File: src/rtl/bag_pkg.sv
package bag_pkg;

  typedef enum logic [2:0] {
    BT_SINGLE = 3'b000,
    BT_INCR   = 3'b001,
    BT_WRAP4  = 3'b010,
    BT_INCR4  = 3'b011,
    BT_WRAP8  = 3'b100,
    BT_INCR8  = 3'b101,
    BT_WRAP16 = 3'b110,
    BT_INCR16 = 3'b111
  } burst_t;

  typedef struct packed {
    logic       fixed;   // has a preset length (single included)
    logic       wrap;    // folds inside an aligned window
    logic [2:0] lg_len;  // log2 of beat count for fixed types
  } burst_info_t;

  function automatic burst_info_t decode_burst(input logic [2:0] code);
    burst_info_t r;
    r.fixed  = (code != BT_INCR);
    r.wrap   = (code != BT_SINGLE) && (code[0] == 1'b0);
    r.lg_len = (code[2:1] == 2'b00) ? 3'd0 : {1'b0, code[2:1]} + 3'd1;
    return r;
  endfunction

endpackage

File: src/rtl/bag_step.sv
module bag_step #(
  parameter int ADDR_W = 32
) (
  input  logic [2:0]        size_i,
  output logic [ADDR_W-1:0] step_o
);
  localparam logic [ADDR_W-1:0] ONE = {{(ADDR_W-1){1'b0}}, 1'b1};

  assign step_o = ONE << size_i;

  always_comb begin
    assert_step_onehot_R4: assert ($countones(step_o) == 1 || ADDR_W <= 7);
  end
endmodule

File: src/rtl/bag_wrap_mask.sv
module bag_wrap_mask #(
  parameter int ADDR_W = 32
) (
  input  logic [2:0]        lg_len_i,
  input  logic [2:0]        size_i,
  output logic [ADDR_W-1:0] mask_o
);
  localparam int SUM_W = 8;
  logic [SUM_W-1:0] lg_win;

  assign lg_win = SUM_W'(lg_len_i) + SUM_W'(size_i);

  for (genvar g = 0; g < ADDR_W; g++) begin : g_bit
    assign mask_o[g] = (SUM_W'(g) < lg_win);
  end
endmodule

File: src/rtl/bag_next.sv
module bag_next #(
  parameter int ADDR_W = 32
) (
  input  logic [ADDR_W-1:0] addr_i,
  input  logic [ADDR_W-1:0] step_i,
  input  logic [ADDR_W-1:0] mask_i,
  input  logic              wrap_i,
  output logic [ADDR_W-1:0] next_o
);
  logic [ADDR_W-1:0] sum;

  assign sum    = addr_i + step_i;
  assign next_o = wrap_i ? ((addr_i & ~mask_i) | (sum & mask_i)) : sum;
endmodule

File: src/rtl/bag_beat.sv
module bag_beat #(
  parameter int CNT_W = 6
) (
  input  logic             clk,
  input  logic             rst,
  input  logic             load_i,
  input  logic             fixed_i,
  input  logic [2:0]       lg_len_i,
  input  logic             step_i,
  output logic [CNT_W-1:0] beat_o,
  output logic             last_o
);
  localparam logic [CNT_W-1:0] ONE = {{(CNT_W-1){1'b0}}, 1'b1};

  logic             fixed_q;
  logic [2:0]       lg_q;
  logic [CNT_W-1:0] beat_n;
  logic [CNT_W-1:0] len_m1;

  assign beat_n = beat_o + ONE;
  assign len_m1 = (ONE << lg_q) - ONE;

  always_ff @(posedge clk) begin
    if (rst) begin
      beat_o  <= '0;
      last_o  <= 1'b0;
      fixed_q <= 1'b0;
      lg_q    <= 3'd0;
    end else if (load_i) begin
      beat_o  <= '0;
      fixed_q <= fixed_i;
      lg_q    <= lg_len_i;
      last_o  <= fixed_i && (lg_len_i == 3'd0);
    end else if (step_i) begin
      beat_o  <= beat_n;
      last_o  <= fixed_q && (beat_n == len_m1);
    end
  end

  assert_beat_inc_R7: assert property (@(posedge clk) disable iff (rst)
    (step_i && !load_i) |=> (beat_o == $past(beat_o) + ONE));

  assert_load_zero_R2: assert property (@(posedge clk) disable iff (rst)
    load_i |=> (beat_o == '0));

  assert_last_at_end_R8: assert property (@(posedge clk) disable iff (rst)
    last_o |-> (beat_o == len_m1));
endmodule

File: src/rtl/burst_addr_gen.sv
module burst_addr_gen #(
  parameter int ADDR_W = 32,
  parameter int CNT_W  = 6
) (
  input  logic              clk,
  input  logic              rst,
  input  logic              load_i,
  input  logic [ADDR_W-1:0] start_addr_i,
  input  logic [2:0]        burst_i,
  input  logic [2:0]        size_i,
  input  logic              adv_i,
  output logic [ADDR_W-1:0] addr_o,
  output logic [CNT_W-1:0]  beat_o,
  output logic              last_o
);
  import bag_pkg::*;

  burst_info_t       info_in;
  logic              wrap_q;
  logic              fixed_q;
  logic [2:0]        lg_q;
  logic [2:0]        size_q;
  logic              idle_q;
  logic              accept;
  logic [ADDR_W-1:0] step;
  logic [ADDR_W-1:0] mask;
  logic [ADDR_W-1:0] next_addr;

  assign info_in = decode_burst(burst_i);
  assign accept  = adv_i && !load_i && !idle_q && !last_o;

  bag_step #(.ADDR_W(ADDR_W)) u_step (
    .size_i (size_q),
    .step_o (step)
  );

  bag_wrap_mask #(.ADDR_W(ADDR_W)) u_mask (
    .lg_len_i (lg_q),
    .size_i   (size_q),
    .mask_o   (mask)
  );

  bag_next #(.ADDR_W(ADDR_W)) u_next (
    .addr_i (addr_o),
    .step_i (step),
    .mask_i (mask),
    .wrap_i (wrap_q),
    .next_o (next_addr)
  );

  bag_beat #(.CNT_W(CNT_W)) u_beat (
    .clk      (clk),
    .rst      (rst),
    .load_i   (load_i),
    .fixed_i  (info_in.fixed),
    .lg_len_i (info_in.lg_len),
    .step_i   (accept),
    .beat_o   (beat_o),
    .last_o   (last_o)
  );

  always_ff @(posedge clk) begin
    if (rst) begin
      addr_o  <= '0;
      wrap_q  <= 1'b0;
      fixed_q <= 1'b0;
      lg_q    <= 3'd0;
      size_q  <= 3'd0;
      idle_q  <= 1'b1;
    end else if (load_i) begin
      addr_o  <= start_addr_i;
      wrap_q  <= info_in.wrap;
      fixed_q <= info_in.fixed;
      lg_q    <= info_in.lg_len;
      size_q  <= size_i;
      idle_q  <= 1'b0;
    end else if (accept) begin
      addr_o  <= next_addr;
    end
  end

  assert_reset_idle_R1: assert property (@(posedge clk) disable iff (rst)
    (idle_q && !load_i) |=> (addr_o == '0 && beat_o == '0 && !last_o));

  assert_load_addr_R2: assert property (@(posedge clk) disable iff (rst)
    load_i |=> (addr_o == $past(start_addr_i)));

  assert_incr_step_R5: assert property (@(posedge clk) disable iff (rst)
    (accept && !wrap_q) |=> (addr_o == $past(addr_o) + $past(step)));

  assert_wrap_window_R6: assert property (@(posedge clk) disable iff (rst)
    (accept && wrap_q) |=> ((addr_o & ~$past(mask)) == ($past(addr_o) & ~$past(mask))));

  assert_open_no_last_R8: assert property (@(posedge clk) disable iff (rst)
    !fixed_q |-> !last_o);

  assert_hold_last_R9: assert property (@(posedge clk) disable iff (rst)
    (adv_i && !load_i && last_o) |=> ($stable(addr_o) && $stable(beat_o)));

  assert_quiet_hold_R10: assert property (@(posedge clk) disable iff (rst)
    (!adv_i && !load_i) |=> ($stable(addr_o) && $stable(beat_o) && $stable(last_o)));
endmodule

File: config.mk
export PLATFORM = sky130hd
export DESIGN_NAME = burst_addr_gen
export DESIGN_NICKNAME = d
export VERILOG_FILES = /design/src/rtl/bag_pkg.sv /design/src/rtl/bag_step.sv /design/src/rtl/bag_wrap_mask.sv /design/src/rtl/bag_next.sv /design/src/rtl/bag_beat.sv /design/src/rtl/burst_addr_gen.sv
export SDC_FILE = /design/constraint.sdc
export NUM_CORES = 1
export LEC_CHECK = 0
export BUFFER_PORTS_ARGS = -buffer_cell sky130_fd_sc_hd__clkbuf_2
export CAP_MARGIN = 20
export CORE_ASPECT_RATIO = 1.5
export CORE_UTILIZATION = 51
export CTS_CLUSTER_DIAMETER = 80
export DETAILED_ROUTE_END_ITERATION = 6
export GPL_ROUTABILITY_DRIVEN = 0
export PLACE_DENSITY = 0.81
export REMOVE_ABC_BUFFERS = 1
export SLEW_MARGIN = 5
export SYNTH_ARGS = -nofsm -noshare
export SYNTH_HDL_FRONTEND = slang
export SYNTH_SLANG_ARGS = --single-unit
File: constraint.sdc
create_clock -name clk -period 5.25 [get_ports clk]
set_input_delay 0.2625 -clock clk [delete_from_list [all_inputs] [get_ports clk]]
set_output_delay 0.2625 -clock clk [all_outputs]
set_load 0.05 [all_outputs]
==> metrics.md <==
| Metric | Value |
|---|---|
| Layout cells sized above 1 | `20.6%` |
| EDFF count, synth | `0` |
| Startpoint Class | `register` |
| Mean routed wirelength per cell | `16.5 um` |
| Post-synthesis sequential area ratio | `27.2%` |
| Die W | `70.0 um` |
| Top cell type's share of synthesized area | `27.2%` |
| Post-Synthesis Cell Area | `3540 um2` |
| Postcts setup bufs | `0` |
| Rel. slew slack | `31.2%` |
| Synth-to-Final Area Change | `13.2%` |
| Hold slack | `0.146 ns` |
| Actual slew at the worst max-slew pin | `1.03 ns` |
| Synth async-reset ratio | `0%` |
| Cell variety after synth | `60` |
| Crit Path Max Fanout | `10` |
| Worst-skew pair later-pin latency | `0.32 ns` |
| Critical path capture point type | `register` |
| CTS tree | `done` |
| Top area cells in the synthesized netlist | `dfxtp_1, mux2i_1, ha_1` |
| Yosys warns | `0` |
| Leakage | `1.76 nW` |
| Max Slew Vio Count | `0` |
| First-pass GRT wire length | `16.0 mm` |
| Reg clk slew, reported paths | `0.10 ns` |
| Final HPWL DP | `7.18 mm` |
| Worst EP required | `5.49 ns` |
| Hold Vio Cnt, Final | `0` |
| GRT Overall Usage | `27.1%` |
| Endpoints failing setup | `0` |
| Post-synth top flop | `dfxtp_1` |
| Crit path time final | `2.93 ns` |
| 1st-pass router iterations | `5` |
| Fin util | `60.9%` |
| Pin count of the biggest net entering global routing | `49` |
| Most common cell after layout, fill and taps aside | `clkbuf_2` |
| DR vias/cell | `6.18` |
| Cells after synthesis | `445` |
| Core area | `6580 um2` |
| Initial core utilization | `53.8%` |
| IR drop worst, VDD | `0.124 mV` |
| Via count | `3620` |
| Pre-CTS setup slack | `2.38 ns` |
| Area leader, netlist | `dfxtp_1` |
| DRT antenna net count | `0` |
| Worst Setup SP | `size_q[0]$_SDFFE_PP0P_` |
| Max Buffers Root-to-Sink | `2` |
| Worst hold path class | `in2reg` |
| Min-delay src | `start_addr_i[20]` |
| H-Tree Depth | `2` |
| Power Density | `235 nW/um2` |
| MaxCap Viol Count | `0` |
| Antenna violations before repair | `0` |
| Achievable Freq | `341 MHz` |
| Outcome | `finished, final reports clean` |
| Final WS setup | `2.32 ns` |
| PostCTS Resize Cnt | `0` |
| Root buffer cell | `clkbuf_8` |
| Seq cells post-synth | `48` |
| ANT cells | `0` |
| Cts bufs inserted | `5` |
| Final layout net count | `569` |
| Overflow after GRT | `0` |
| CTS Hold Bufs | `0` |
| Core Rows | `36` |
| Iter 0 DRT Violations | `231` |
| DRC viols | `0` |
| Worst Skew | `0.0138 ns` |
| WL final | `9.67 mm` |
| Vias in the first global route | `3382` |
| Clock tree sinks | `48` |
| Top-Level Pins | `81` |
| Layout fillers | `606` |
| Arrival time worst endpoint | `3.17 ns` |
| Fin crit share | `55.8%` |
| Most frequent cells in the layout | `clkbuf_2, dfxtp_1, nor2_1` |
| Setup TNS | `0 ns` |
| DIE AREA | `7280 um2` |
| Kind of critical path | `reg2reg` |
| Die height | `104 um` |
| Syn Area/Cell | `7.95 um2` |
| PortBufs | `80` |
| R2R Path Start | `size_q[0]$_SDFFE_PP0P_` |
| RSZ-0062 raised after global routing | `no` |
| Worst R2R Setup Slack | `2.32 ns` |
## path summary, 6_finish.rpt
kind / endpoint / cells past startpoint
min: addr_o[20]$_SDFFE_PP0P_ / 3
max: addr_o[16]$_SDFFE_PP0P_ / 8
max reg2reg: addr_o[16]$_SDFFE_PP0P_ / 8
min reg2reg: register / 2
## area by class of cell
class                           count  area (um2)  share of cell area (%)
Multi-Input combinational cell    361        2400                    60.0
Sequential cell                    48         961                    24.0
Timing Repair Buffer               81         408                    10.2
Tap cell                           76        95.1                    2.38
Clock buffer                        7        86.3                    2.16
Inverter                           12        45.0                    1.13
Clock inverter                      1        7.51                   0.188
## routing by layer
metal  vias up  share of wire (%)  GRT usage [%]
met4         0                4.2           17.1
met5         -                  0              0
li1       1782                  -              -
met1      1664                 39           31.9
met3        32                5.8           4.07
met2       142                 51           45.2
## synth_stat cells, drive strengths merged (12+ instances only)
library cell	n
nor2	46
clkbuf	16
xnor2	13
nand2	45
mux2i	22
a211oi	13
a21oi	28
dfxtp	48
nand3	20
ha	16
inv	12
o21ai	19
## logic make-up after synthesis
| group | Yosys count | share of synthesized area, % |
|---|---|---|
| AND/OR/NAND/NOR | 170 | 23.7 |
| AO/OA/AOI/OAI | 128 | 25.4 |
| flip-flops | 48 | 27.2 |
| buffers and inverters | 36 | 4.92 |
| multiplexers | 23 | 6.55 |
| XOR/XNOR | 22 | 5.45 |
| adder cells (fa/ha/maj) | 18 | 6.79 |
## stage by stage
step           area, um2  total power [W]  std cells
2_1_floorplan       3410         0.000619        421
3_3_place_gp        3910         0.000697        578
3_5_place_dp        3910         0.000703        578
4_1_cts             4000         0.000946        586
5_1_grt             4000         0.000987        586
6_report            4000         0.000943        586
## worst max-delay path, cell delays in order, from the launching register on
cell      delay (ns)
dfxtp_1         0.48
nor3b_1         0.39
fa_1            0.29
a21o_1          0.15
a22oi_1         0.15
a211oi_1        0.79
nand4_1         0.19
xor2_1          0.18
a211oi_1        0.22
## report_power, final
| part | total, W | internal [W] | switching, W | leakage (nW) |
|---|---|---|---|---|
| Clock | 0.000245 | 0.000107 | 0.000138 | 0.0445 |
| Combinational | 0.000273 | 0.0000921 | 0.000181 | 1.32 |
| Sequential | 0.000424 | 0.000389 | 0.0000358 | 0.396 |
No activity file was read; power rests on OpenSTA's default activity.
